## src/rtl/rxq_pkg.sv

```systemverilog
package rxq_pkg;
  localparam int DATA_W     = 8;
  localparam int TAG_W      = 3;
  localparam int BASE_BITS  = 5;   // data bits for word-length code 0
  localparam int FRAME_OVH  = 2;   // start + stop bits
  localparam int TMO_WORDS  = 4;
  localparam int TMO_EXTRA  = 12;
  localparam int OVERSAMPLE = 16;
  localparam int TMO_MAX    = (TMO_WORDS * (BASE_BITS + 3 + FRAME_OVH) + TMO_EXTRA) * OVERSAMPLE;
  localparam int TMO_W      = $clog2(TMO_MAX + 1);

  typedef logic [1:0] wlen_t;

  function automatic logic [TMO_W-1:0] tmo_ticks(input wlen_t code);
    int bits;
    bits = BASE_BITS + int'(code);
    return TMO_W'((TMO_WORDS * (bits + FRAME_OVH) + TMO_EXTRA) * OVERSAMPLE);
  endfunction
endpackage

```

## src/rtl/rxq_store.sv

```systemverilog
module rxq_store #(
  parameter int DEPTH = 128,
  parameter int DW    = 8,
  parameter int TW    = 3,
  localparam int AW   = $clog2(DEPTH),
  localparam int CW   = AW + 1
) (
  input  logic          clk,
  input  logic          rst_n,
  input  logic          push_req,
  input  logic [DW-1:0] push_data,
  input  logic [TW-1:0] push_tags,
  input  logic          pop_req,
  output logic [DW-1:0] head_data,
  output logic [TW-1:0] head_tags,
  output logic [CW-1:0] fill,
  output logic          overrun
);
  localparam int EW = DW + TW;

  logic [EW-1:0] mem [DEPTH];
  logic [AW-1:0] rd_ptr, rd_ptr_nxt;
  logic [AW-1:0] wr_ptr, wr_ptr_nxt;
  logic [CW-1:0] fill_q, fill_nxt;
  logic          ovr_q, ovr_nxt;
  logic          empty, full, pop_en, wr_en;
  logic [EW-1:0] head_ent;

  always_comb begin
    empty  = (fill_q == '0);
    full   = (fill_q == CW'(DEPTH));
    pop_en = pop_req && !empty;
    wr_en  = push_req && (!full || pop_en);

    rd_ptr_nxt = rd_ptr;
    if (pop_en) rd_ptr_nxt = (rd_ptr == AW'(DEPTH - 1)) ? '0 : rd_ptr + AW'(1);

    wr_ptr_nxt = wr_ptr;
    if (wr_en) wr_ptr_nxt = (wr_ptr == AW'(DEPTH - 1)) ? '0 : wr_ptr + AW'(1);

    fill_nxt = fill_q;
    if (wr_en && !pop_en)      fill_nxt = fill_q + CW'(1);
    else if (pop_en && !wr_en) fill_nxt = fill_q - CW'(1);

    ovr_nxt = ovr_q;
    if (push_req && full && !pop_req) ovr_nxt = 1'b1;
    else if (pop_req)                 ovr_nxt = 1'b0;
  end

  always_ff @(posedge clk or negedge rst_n) begin
    if (!rst_n) begin
      rd_ptr <= '0;
      wr_ptr <= '0;
      fill_q <= '0;
      ovr_q  <= 1'b0;
    end else begin
      rd_ptr <= rd_ptr_nxt;
      wr_ptr <= wr_ptr_nxt;
      fill_q <= fill_nxt;
      ovr_q  <= ovr_nxt;
    end
  end

  // storage array: written only through the write enable, no reset needed
  always_ff @(posedge clk) begin
    if (wr_en) mem[wr_ptr] <= {push_tags, push_data};
  end

  always_comb begin
    head_ent  = mem[rd_ptr];
    head_data = empty ? '0 : head_ent[DW-1:0];
    head_tags = empty ? '0 : head_ent[EW-1:DW];
  end

  assign fill    = fill_q;
  assign overrun = ovr_q;
endmodule

```

## src/rtl/rxq_timer.sv

```systemverilog
module rxq_timer #(
  parameter int TW = 10
) (
  input  logic          clk,
  input  logic          rst_n,
  input  logic          tick,
  input  logic          restart,
  input  logic          rd_clr,
  input  logic          has_data,
  input  logic [TW-1:0] limit,
  output logic          expired
);
  logic [TW-1:0] cnt_q, cnt_nxt, cnt_inc;
  logic          flag_q, flag_nxt, hit;

  always_comb begin
    cnt_inc = cnt_q + TW'(1);
    hit     = (cnt_inc >= limit);

    cnt_nxt = cnt_q;
    if (!has_data || restart)  cnt_nxt = '0;
    else if (tick && !flag_q)  cnt_nxt = hit ? '0 : cnt_inc;

    flag_nxt = flag_q;
    if (!has_data || rd_clr)                       flag_nxt = 1'b0;
    else if (!restart && tick && !flag_q && hit)   flag_nxt = 1'b1;
  end

  always_ff @(posedge clk or negedge rst_n) begin
    if (!rst_n) begin
      cnt_q  <= '0;
      flag_q <= 1'b0;
    end else begin
      cnt_q  <= cnt_nxt;
      flag_q <= flag_nxt;
    end
  end

  assign expired = flag_q;
endmodule

```

## src/rtl/rxq_irq.sv

```systemverilog
module rxq_irq #(
  parameter int CW = 8
) (
  input  logic [CW-1:0] fill,
  input  logic [CW-1:0] trig_lvl,
  input  logic          trig_mode,
  input  logic          int_en,
  input  logic          tmo_flag,
  output logic          ready_irq,
  output logic          tmo_irq
);
  logic [CW-1:0] eff_lvl, threshold;

  always_comb begin
    eff_lvl   = (trig_lvl == '0) ? CW'(1) : trig_lvl;
    threshold = trig_mode ? eff_lvl : CW'(1);
    ready_irq = int_en && (fill >= threshold);
    tmo_irq   = int_en && tmo_flag;
  end
endmodule

```

## src/rtl/rx_fifo_tmo.sv

```systemverilog
module rx_fifo_tmo #(
  parameter int DEPTH = 128,
  parameter int DW    = rxq_pkg::DATA_W,
  parameter int TW    = rxq_pkg::TAG_W,
  localparam int CW   = $clog2(DEPTH) + 1
) (
  input  logic          clk,
  input  logic          rst_n,
  input  logic          char_vld,
  input  logic [DW-1:0] char_data,
  input  logic [TW-1:0] char_tags,
  input  logic          host_rd,
  input  logic          tick16,
  input  logic [1:0]    wlen_code,
  input  logic          trig_mode,
  input  logic [CW-1:0] trig_lvl,
  input  logic          rx_int_en,
  output logic [DW-1:0] hold_data,
  output logic [TW-1:0] hold_tags,
  output logic [CW-1:0] fill_cnt,
  output logic          data_avail,
  output logic          ready_irq,
  output logic          tmo_irq,
  output logic          overrun
);
  import rxq_pkg::*;

  logic [1:0]       rst_sync_q;
  logic             rst_core_n;
  logic [CW-1:0]    fill_w;
  logic             tmo_flag;
  logic [TMO_W-1:0] tmo_limit;

  // asynchronous assertion, synchronous release
  always_ff @(posedge clk or negedge rst_n) begin
    if (!rst_n) rst_sync_q <= '0;
    else        rst_sync_q <= {rst_sync_q[0], 1'b1};
  end
  assign rst_core_n = rst_sync_q[1];

  assign tmo_limit = tmo_ticks(wlen_code);

  rxq_store #(.DEPTH(DEPTH), .DW(DW), .TW(TW)) u_store (
    .clk       (clk),
    .rst_n     (rst_core_n),
    .push_req  (char_vld),
    .push_data (char_data),
    .push_tags (char_tags),
    .pop_req   (host_rd),
    .head_data (hold_data),
    .head_tags (hold_tags),
    .fill      (fill_w),
    .overrun   (overrun)
  );

  rxq_timer #(.TW(TMO_W)) u_timer (
    .clk      (clk),
    .rst_n    (rst_core_n),
    .tick     (tick16),
    .restart  (char_vld || host_rd),
    .rd_clr   (host_rd),
    .has_data (fill_w != '0),
    .limit    (tmo_limit),
    .expired  (tmo_flag)
  );

  rxq_irq #(.CW(CW)) u_irq (
    .fill      (fill_w),
    .trig_lvl  (trig_lvl),
    .trig_mode (trig_mode),
    .int_en    (rx_int_en),
    .tmo_flag  (tmo_flag),
    .ready_irq (ready_irq),
    .tmo_irq   (tmo_irq)
  );

  assign fill_cnt   = fill_w;
  assign data_avail = (fill_w != '0);
endmodule

```

## config.mk

```make
export PLATFORM = sky130hd
export DESIGN_NAME = rx_fifo_tmo
export DESIGN_NICKNAME = d
export VERILOG_FILES = /design/src/rtl/rxq_pkg.sv /design/src/rtl/rxq_store.sv /design/src/rtl/rxq_timer.sv /design/src/rtl/rxq_irq.sv /design/src/rtl/rx_fifo_tmo.sv
export SDC_FILE = /design/constraint.sdc
export NUM_CORES = 2
export LEC_CHECK = 0
export ABC_CLOCK_PERIOD_IN_PS = 6300
export CORE_MARGIN = 3
export CORE_UTILIZATION = 40
export CTS_CLUSTER_DIAMETER = 120
export DETAILED_ROUTE_END_ITERATION = 10
export HOLD_SLACK_MARGIN = 0.15
export PLACE_DENSITY_LB_ADDON = 0.15
export SLEW_MARGIN = 20
export SYNTH_ARGS = -nofsm -noshare
export SYNTH_HDL_FRONTEND = slang
export SYNTH_SLANG_ARGS = --single-unit
```

## constraint.sdc

```tcl
create_clock -name clk -period 6.3 [get_ports clk]
set_input_delay 1.26 -clock clk [delete_from_list [all_inputs] [get_ports clk]]
set_output_delay 1.26 -clock clk [all_outputs]
set_load 0.02 [all_outputs]
```

# Word level (Yosys, flattened, before mapping)
# Memory sizes are Yosys's and may differ from the RTL's.
# Cells that the tools add are included.
[totals] reg_bits=36 ram_bits=1408 inputBits=28 n_memories=1 wordCells=69
[memory_table] name="u_store.mem" depth=128 width=11 rd=1 rd_clocked_by_memory_dff=0 write_ports=1 line_no="rxq_store.sv:21" source="logic [EW-1:0] mem [DEPTH];"
[classes] n_reduce_logical=31 n_eq_ne=3 mux=17 add_sub_neg=8 order_cmp=2
[ops] operator="$mux W8" n=5
[ops] operator="$mux W10" n=3
[ops] operator="$logic_not A8 Y1" n=2
[ops] operator="$add A7 B1 Y7 const B" n=2
[ops] operator="$eq A7 B7 Y1 const B" n=2
[ops] operator="$mux W7" n=2
[ops] operator="$logic_and A1 B1 Y1" n=12
[ops] operator="$add A10 B1 Y10 const B" n=1
[ops] operator="$ge A10 B10 Y1" n=1
[ops] operator="$add A8 B1 Y8 const B" n=1
[ops] operator="$eq A8 B8 Y1 const B" n=1
[ops] operator="$ge A8 B8 Y1" n=1
[ops] operator="$logic_not A1 Y1" n=8
[ops] operator="$reduce_bool A2 Y1" n=4
[ops] operator="$reduce_bool A8 Y1" n=1
[ops] operator="$sub A8 B1 Y8 const B" n=1
[ops] operator="$add A6 B4 Y6 const B" n=1
[ops] operator="$mux W1" n=6
[ops] operator="$add A3 B2 Y4 const A" n=1
[ops] operator="$add A4 B2 Y4 const B" n=1
[ops] operator="$logic_or A1 B1 Y1" n=4
[ops] operator="$mux W3" n=1

# Longest topological paths before layout
[depth] word_depth=9 ltp_mapped=13 ltp_nobuf=13

# Hierarchy
# Synthesis repeated with hierarchy kept, for this count alone.
[hier_totals] cells_unflattened=2830 area_unflattened_um2=57513.9
[by_module_without_submodules] module="rxq_store" cells_each=2681 area_per_inst_um2=56201.4 instances=1
[by_module_without_submodules] module="rxq_timer" cells_each=100 area_per_inst_um2=925.9 instances=1
[by_module_without_submodules] module="rxq_irq" cells_each=33 area_per_inst_um2=235.2 instances=1
[by_module_without_submodules] module="rx_fifo_tmo" cells_each=16 area_per_inst_um2=151.4 instances=1

# Worst setup path before layout
# OpenSTA, ideal clock, no wires.
[synth_path] path_type="in2out" start="input trig_lvl[5]" end="output ready_irq" path_slack_ps=2372 arrival_time_ps=2668 path_buffers=0 cell_stages=10 cell_sequence="nor4_1 -> nand2_1 -> nand3b_1 -> ha_1 -> nand2b_1 -> a21o_1 -> a21oi_1 -> nor2b_1 -> o2111ai_1 -> a21oi_1"
[synth_via] elab_chain_cells=5
[synth_lines] element="from (decl)" line_no="rx_fifo_tmo.sv:16" source="input logic [CW-1:0] trig_lvl,"
[synth_lines] element="$logic_not A8 Y1" line_no="rxq_irq.sv:15" source="eff_lvl = (trig_lvl == '0) ? CW'(1) : trig_lvl;"
[synth_lines] element="$mux W8 *" line_no="rxq_irq.sv:15"
[synth_lines] element="$mux W8 *" line_no="rxq_irq.sv:16" source="threshold = trig_mode ? eff_lvl : CW'(1);"
[synth_lines] element="$ge A8 B8 Y1 *" line_no="rxq_irq.sv:17" source="ready_irq = int_en && (fill >= threshold);"
[synth_lines] element="$logic_and A1 B1 Y1 *" line_no="rxq_irq.sv:17"
[synth_lines] element="to (decl)" line_no="rx_fifo_tmo.sv:22" source="output logic ready_irq,"
# Mark *: on every way between the ends. The rest lies on a longest branch, timed or not.

# Worst setup path in the final report
[layout_path] start="register u_store.rd_ptr[1]" end="output hold_tags[1]"
[layout_via] elab_chain_cells=2
[layout_lines] element="from (decl)" line_no="rxq_store.sv:22" source="logic [AW-1:0] rd_ptr, rd_ptr_nxt;"
[layout_lines] element="from (signal assigned)" line_no="rxq_store.sv:57" source="rd_ptr <= rd_ptr_nxt;"
[layout_lines] element="$mem_v2 Z128 W11"
[layout_lines] element="$mux W3" line_no="rxq_store.sv:72" source="head_tags = empty ? '0 : head_ent[EW-1:DW];"
[layout_lines] element="to (decl)" line_no="rx_fifo_tmo.sv:19" source="output logic [TW-1:0] hold_tags,"
# Every way passes these cells.

==> results.cfg <==
[sta]
relSlewSlack_pct = 23.15
setup_violations = 0
tns_ps = 0
hold_viol_final = 0
fmax_ghz = 0.1607
fin_crit_sh_pct = 98.75
clock_skew_ps = 23.50
post-route-min-period_ps = 6221
drv_slew = 0
rsz0062_at_grt = false
worstMarginPinSlew_ps = 1149

[routing]
via_count = 29000
drtIter0Drc = 3250
drt_first_pass_iters = 7
wl_per_cell_um = 29.04
wirelength_um = 147800
ant_nets = 0
routed_via_density = 5.697
route.detailed.drc = 0

[clock_tree]
clk_pin_slew_ps = 60
h-tree-depth = 4
cts_tree = done
cts_max_path_buffers = 3
cts_sinks = 1444
cts_hold_buf = 0
root_buffer = clkbuf_16
cts_buffers = 151
worstSkewPairLatency_ps = 770

[yosys]
seq_area_frac_synth_pct = 75.75
syn_inst = 2937
synth.distinct_cells = 64
ys_warn_count = 0
synthTopCellsByArea = edfxtp_1 (74%), mux4_2 (9.2%), mux2i_1 (4.5%), dfrtp_1 (1.6%), a22oi_1 (1.4%)
synth_top_cell_area_share_pct = 74.17
syn_area_sq_um = 57000
synth_area_leader_cell = edfxtp_1
syn_nets = 2993
ys_ff_latch = 1444
synth_edf_count = 1408
synthFlopType = edfxtp_1
synth-async-reset-ratio_pct = 2.493
syn_area_per_cell_sq_um = 19.41

[job]
max_cap_viol_count = 0

[floorplan]
die_h_um = 383.5
coreArea_sq_um = 140600
initial_core_util_pct = 40.55
rows = 137
die-area_sq_um = 147100
pin_count = 51
die-width_um = 383.5

[placement]
port_buffers = 50
gp_congestion = 0.8564
placed_cells = 4822
dpl.hpwl_um = 88600

[worst_setup_path]
slowest_delay_ps = 910
worst-path-max-fanout = 42
cp.arrival_ps = 4960
path_class = register to output port
cp_cell_sequence = and2_2, a22oi_1, a31oi_1, o21ai_0, a211oi_1, a311oi_1, clkdlybuf4s50_1
crit_required_ps = 5040
critPathLaunchType = register
endpoint_kind = output port
slowest_stage = dfrtp_4

[pwr]
p_leak_nw = 20.80
ir_worst_vdd_uv = 293.4
p_per_area_nw_per_um2 = 403.7

[global_routing]
grt_overflow_total = 0
grt_pass1_vias = 29290
grt_usage_pct = 20.15
grt_max_degree = 88
antenna_found_initial = 4
grt_pass1_wl_um = 213900

[worst_hold_path]
hold_class = register to register

[cells_and_area]
final_nets = 3158
layout-drive-gt1-share_pct = 21.26
area_growth_pct = 14.24
stdcell_count = 5091

[status]
outcome = finished clean
## report_power, final
group | switching, mW | total, mW | internal [mW]
logic | 4.02 | 6.40 | 2.39
registers | 0.331 | 11.1 | 10.8
clock network | 3.62 | 8.77 | 5.15
## path summary, 6_finish.rpt
| path | startpoint | endpoint | slack (ps) | depth (start not counted) |
|---|---|---|---|---|
| worst max-delay path | u_store.rd_ptr[1] | hold_tags[1] | 80 | 7 |
| worst min-delay path | rst_sync_q[0] | rst_sync_q[1] | 360 | 0 |
| worst max register to register | u_store.fill[5] | u_store.fill[7] | 1930 | 14 |
| worst min register to register | rst_sync_q[0] | rst_sync_q[1] | 360 | 0 |
| max in group asynchronous | rst_sync_q[1] | u_store.rd_ptr[2] | 5290 | 0 |
| min in group asynchronous | rst_sync_q[1] | u_timer.cnt_q[0] | 370 | 0 |
## layout by cell type (no fill, tap or decap), types with 14 or more instances in the layout
master,count
nor2_1,101
clkinv_1,34
edfxtp_1,1408
buf_4,112
nor2_2,58
mux2i_1,258
nand3_1,49
clkbuf_16,155
mux2_2,33
o21ai_0,52
buf_12,14
a22oi_1,103
clkbuf_1,31
a211oi_1,16
mux4_2,233
bufinv_16,16
a31oi_1,33
nand4_1,14
clkdlybuf4s50_1,39
a21boi_0,14
ha_1,27
a221oi_1,21
a21oi_1,54
dfrtp_1,32
nand2_1,114
## routing by layer
layer  wire length (um)  share of wire [%]  vias to the layer above  track usage [%]
met4               3662                2.5                        0            5.818
met2              68670                 46                      997            30.90
met1              66610                 45                    15440            29.72
li1                   -                  -                    12360                -
met3               8902                6.0                      203            3.411
met5                  0                  0                        -                0
## kinds of logic after synthesis
kind of cell | Yosys count | synth area share, %
multiplexers | 524 | 14.39
AO/OA/AOI/OAI | 348 | 4.177
AND/OR/NAND/NOR | 402 | 3.154
other | 1 | 0.006579
adder cells (fa/ha/maj) | 28 | 0.6278
buffers and inverters | 171 | 1.602
XOR/XNOR | 19 | 0.2919
flip-flops | 1444 | 75.75
## final cells by class
cell class,instances,area (sq um)
inverter,13,48.80
antenna,2,5.005
sequential,1444,43190
clock inverter,78,842.1
clock buffer,186,3995
tap,1876,2347
multi-input combinational,1325,13140
fill,11750,75440
timing repair buffer,167,1550
## what timing repair did
item,in CTS,in global routing
buffers inserted,0,0
endpoints found under the setup margin,1,2
pin swaps,1,0
resized for setup,2,2
gates cloned,3,0
## worst max-delay path, delay by kind of cell (launching register included)
kind            cells  cell delay, ps
compound gates      5            1700
flops               1             910
simple gates        1             840
buf+inv             1             630
## stage by stage
step	setup WS, ps	utilization [%]	hold slack [ps]	total power [mW]	instance area [sq um]
floorplan	2372	-	331.2	14.94	57000
global placement	640.5	42.74	338.7	17.55	60070
detailed placement	763.0	42.78	337.1	17.64	60130
CTS	13.56	46.25	362.2	26.46	65000
global route	6.109	46.33	366.6	27.24	65120
finish	78.84	46.33	359.9	26.29	65120
## Yosys cell counts, types with 7 or more instances
| master | count |
|---|---|
| edfxtp_1 | 1408 |
| mux2i_1 | 258 |
| mux4_2 | 233 |
| nor2_1 | 159 |
| nand2_1 | 117 |
| a22oi_1 | 103 |
| clkbuf_1 | 61 |
| a21oi_1 | 54 |
| o21ai_0 | 52 |
| nand3_1 | 49 |
| buf_2 | 37 |
| dfrtp_1 | 36 |
| buf_4 | 34 |
| a31oi_1 | 33 |
| mux2_2 | 33 |
| ha_1 | 27 |
| a221oi_1 | 23 |
| a211oi_1 | 18 |
| a21boi_0 | 14 |
| nand4_1 | 14 |
| nor2b_1 | 14 |
| buf_1 | 13 |
| buf_6 | 13 |
| xnor2_1 | 13 |
| inv_1 | 12 |
| a22o_1 | 11 |
| o22ai_1 | 10 |
| nor3_1 | 7 |
## sequential cells by signal, indices dropped and copies added, names as in the netlist
name             flops
u_store.mem       1408
u_timer.cnt_q       10
u_store.fill         8
u_store.rd_ptr       7
u_store.wr_ptr       7
rst_sync_q           2
u_store.overrun      1
u_timer.expired      1
No activity file was read; power rests on OpenSTA's default activity.
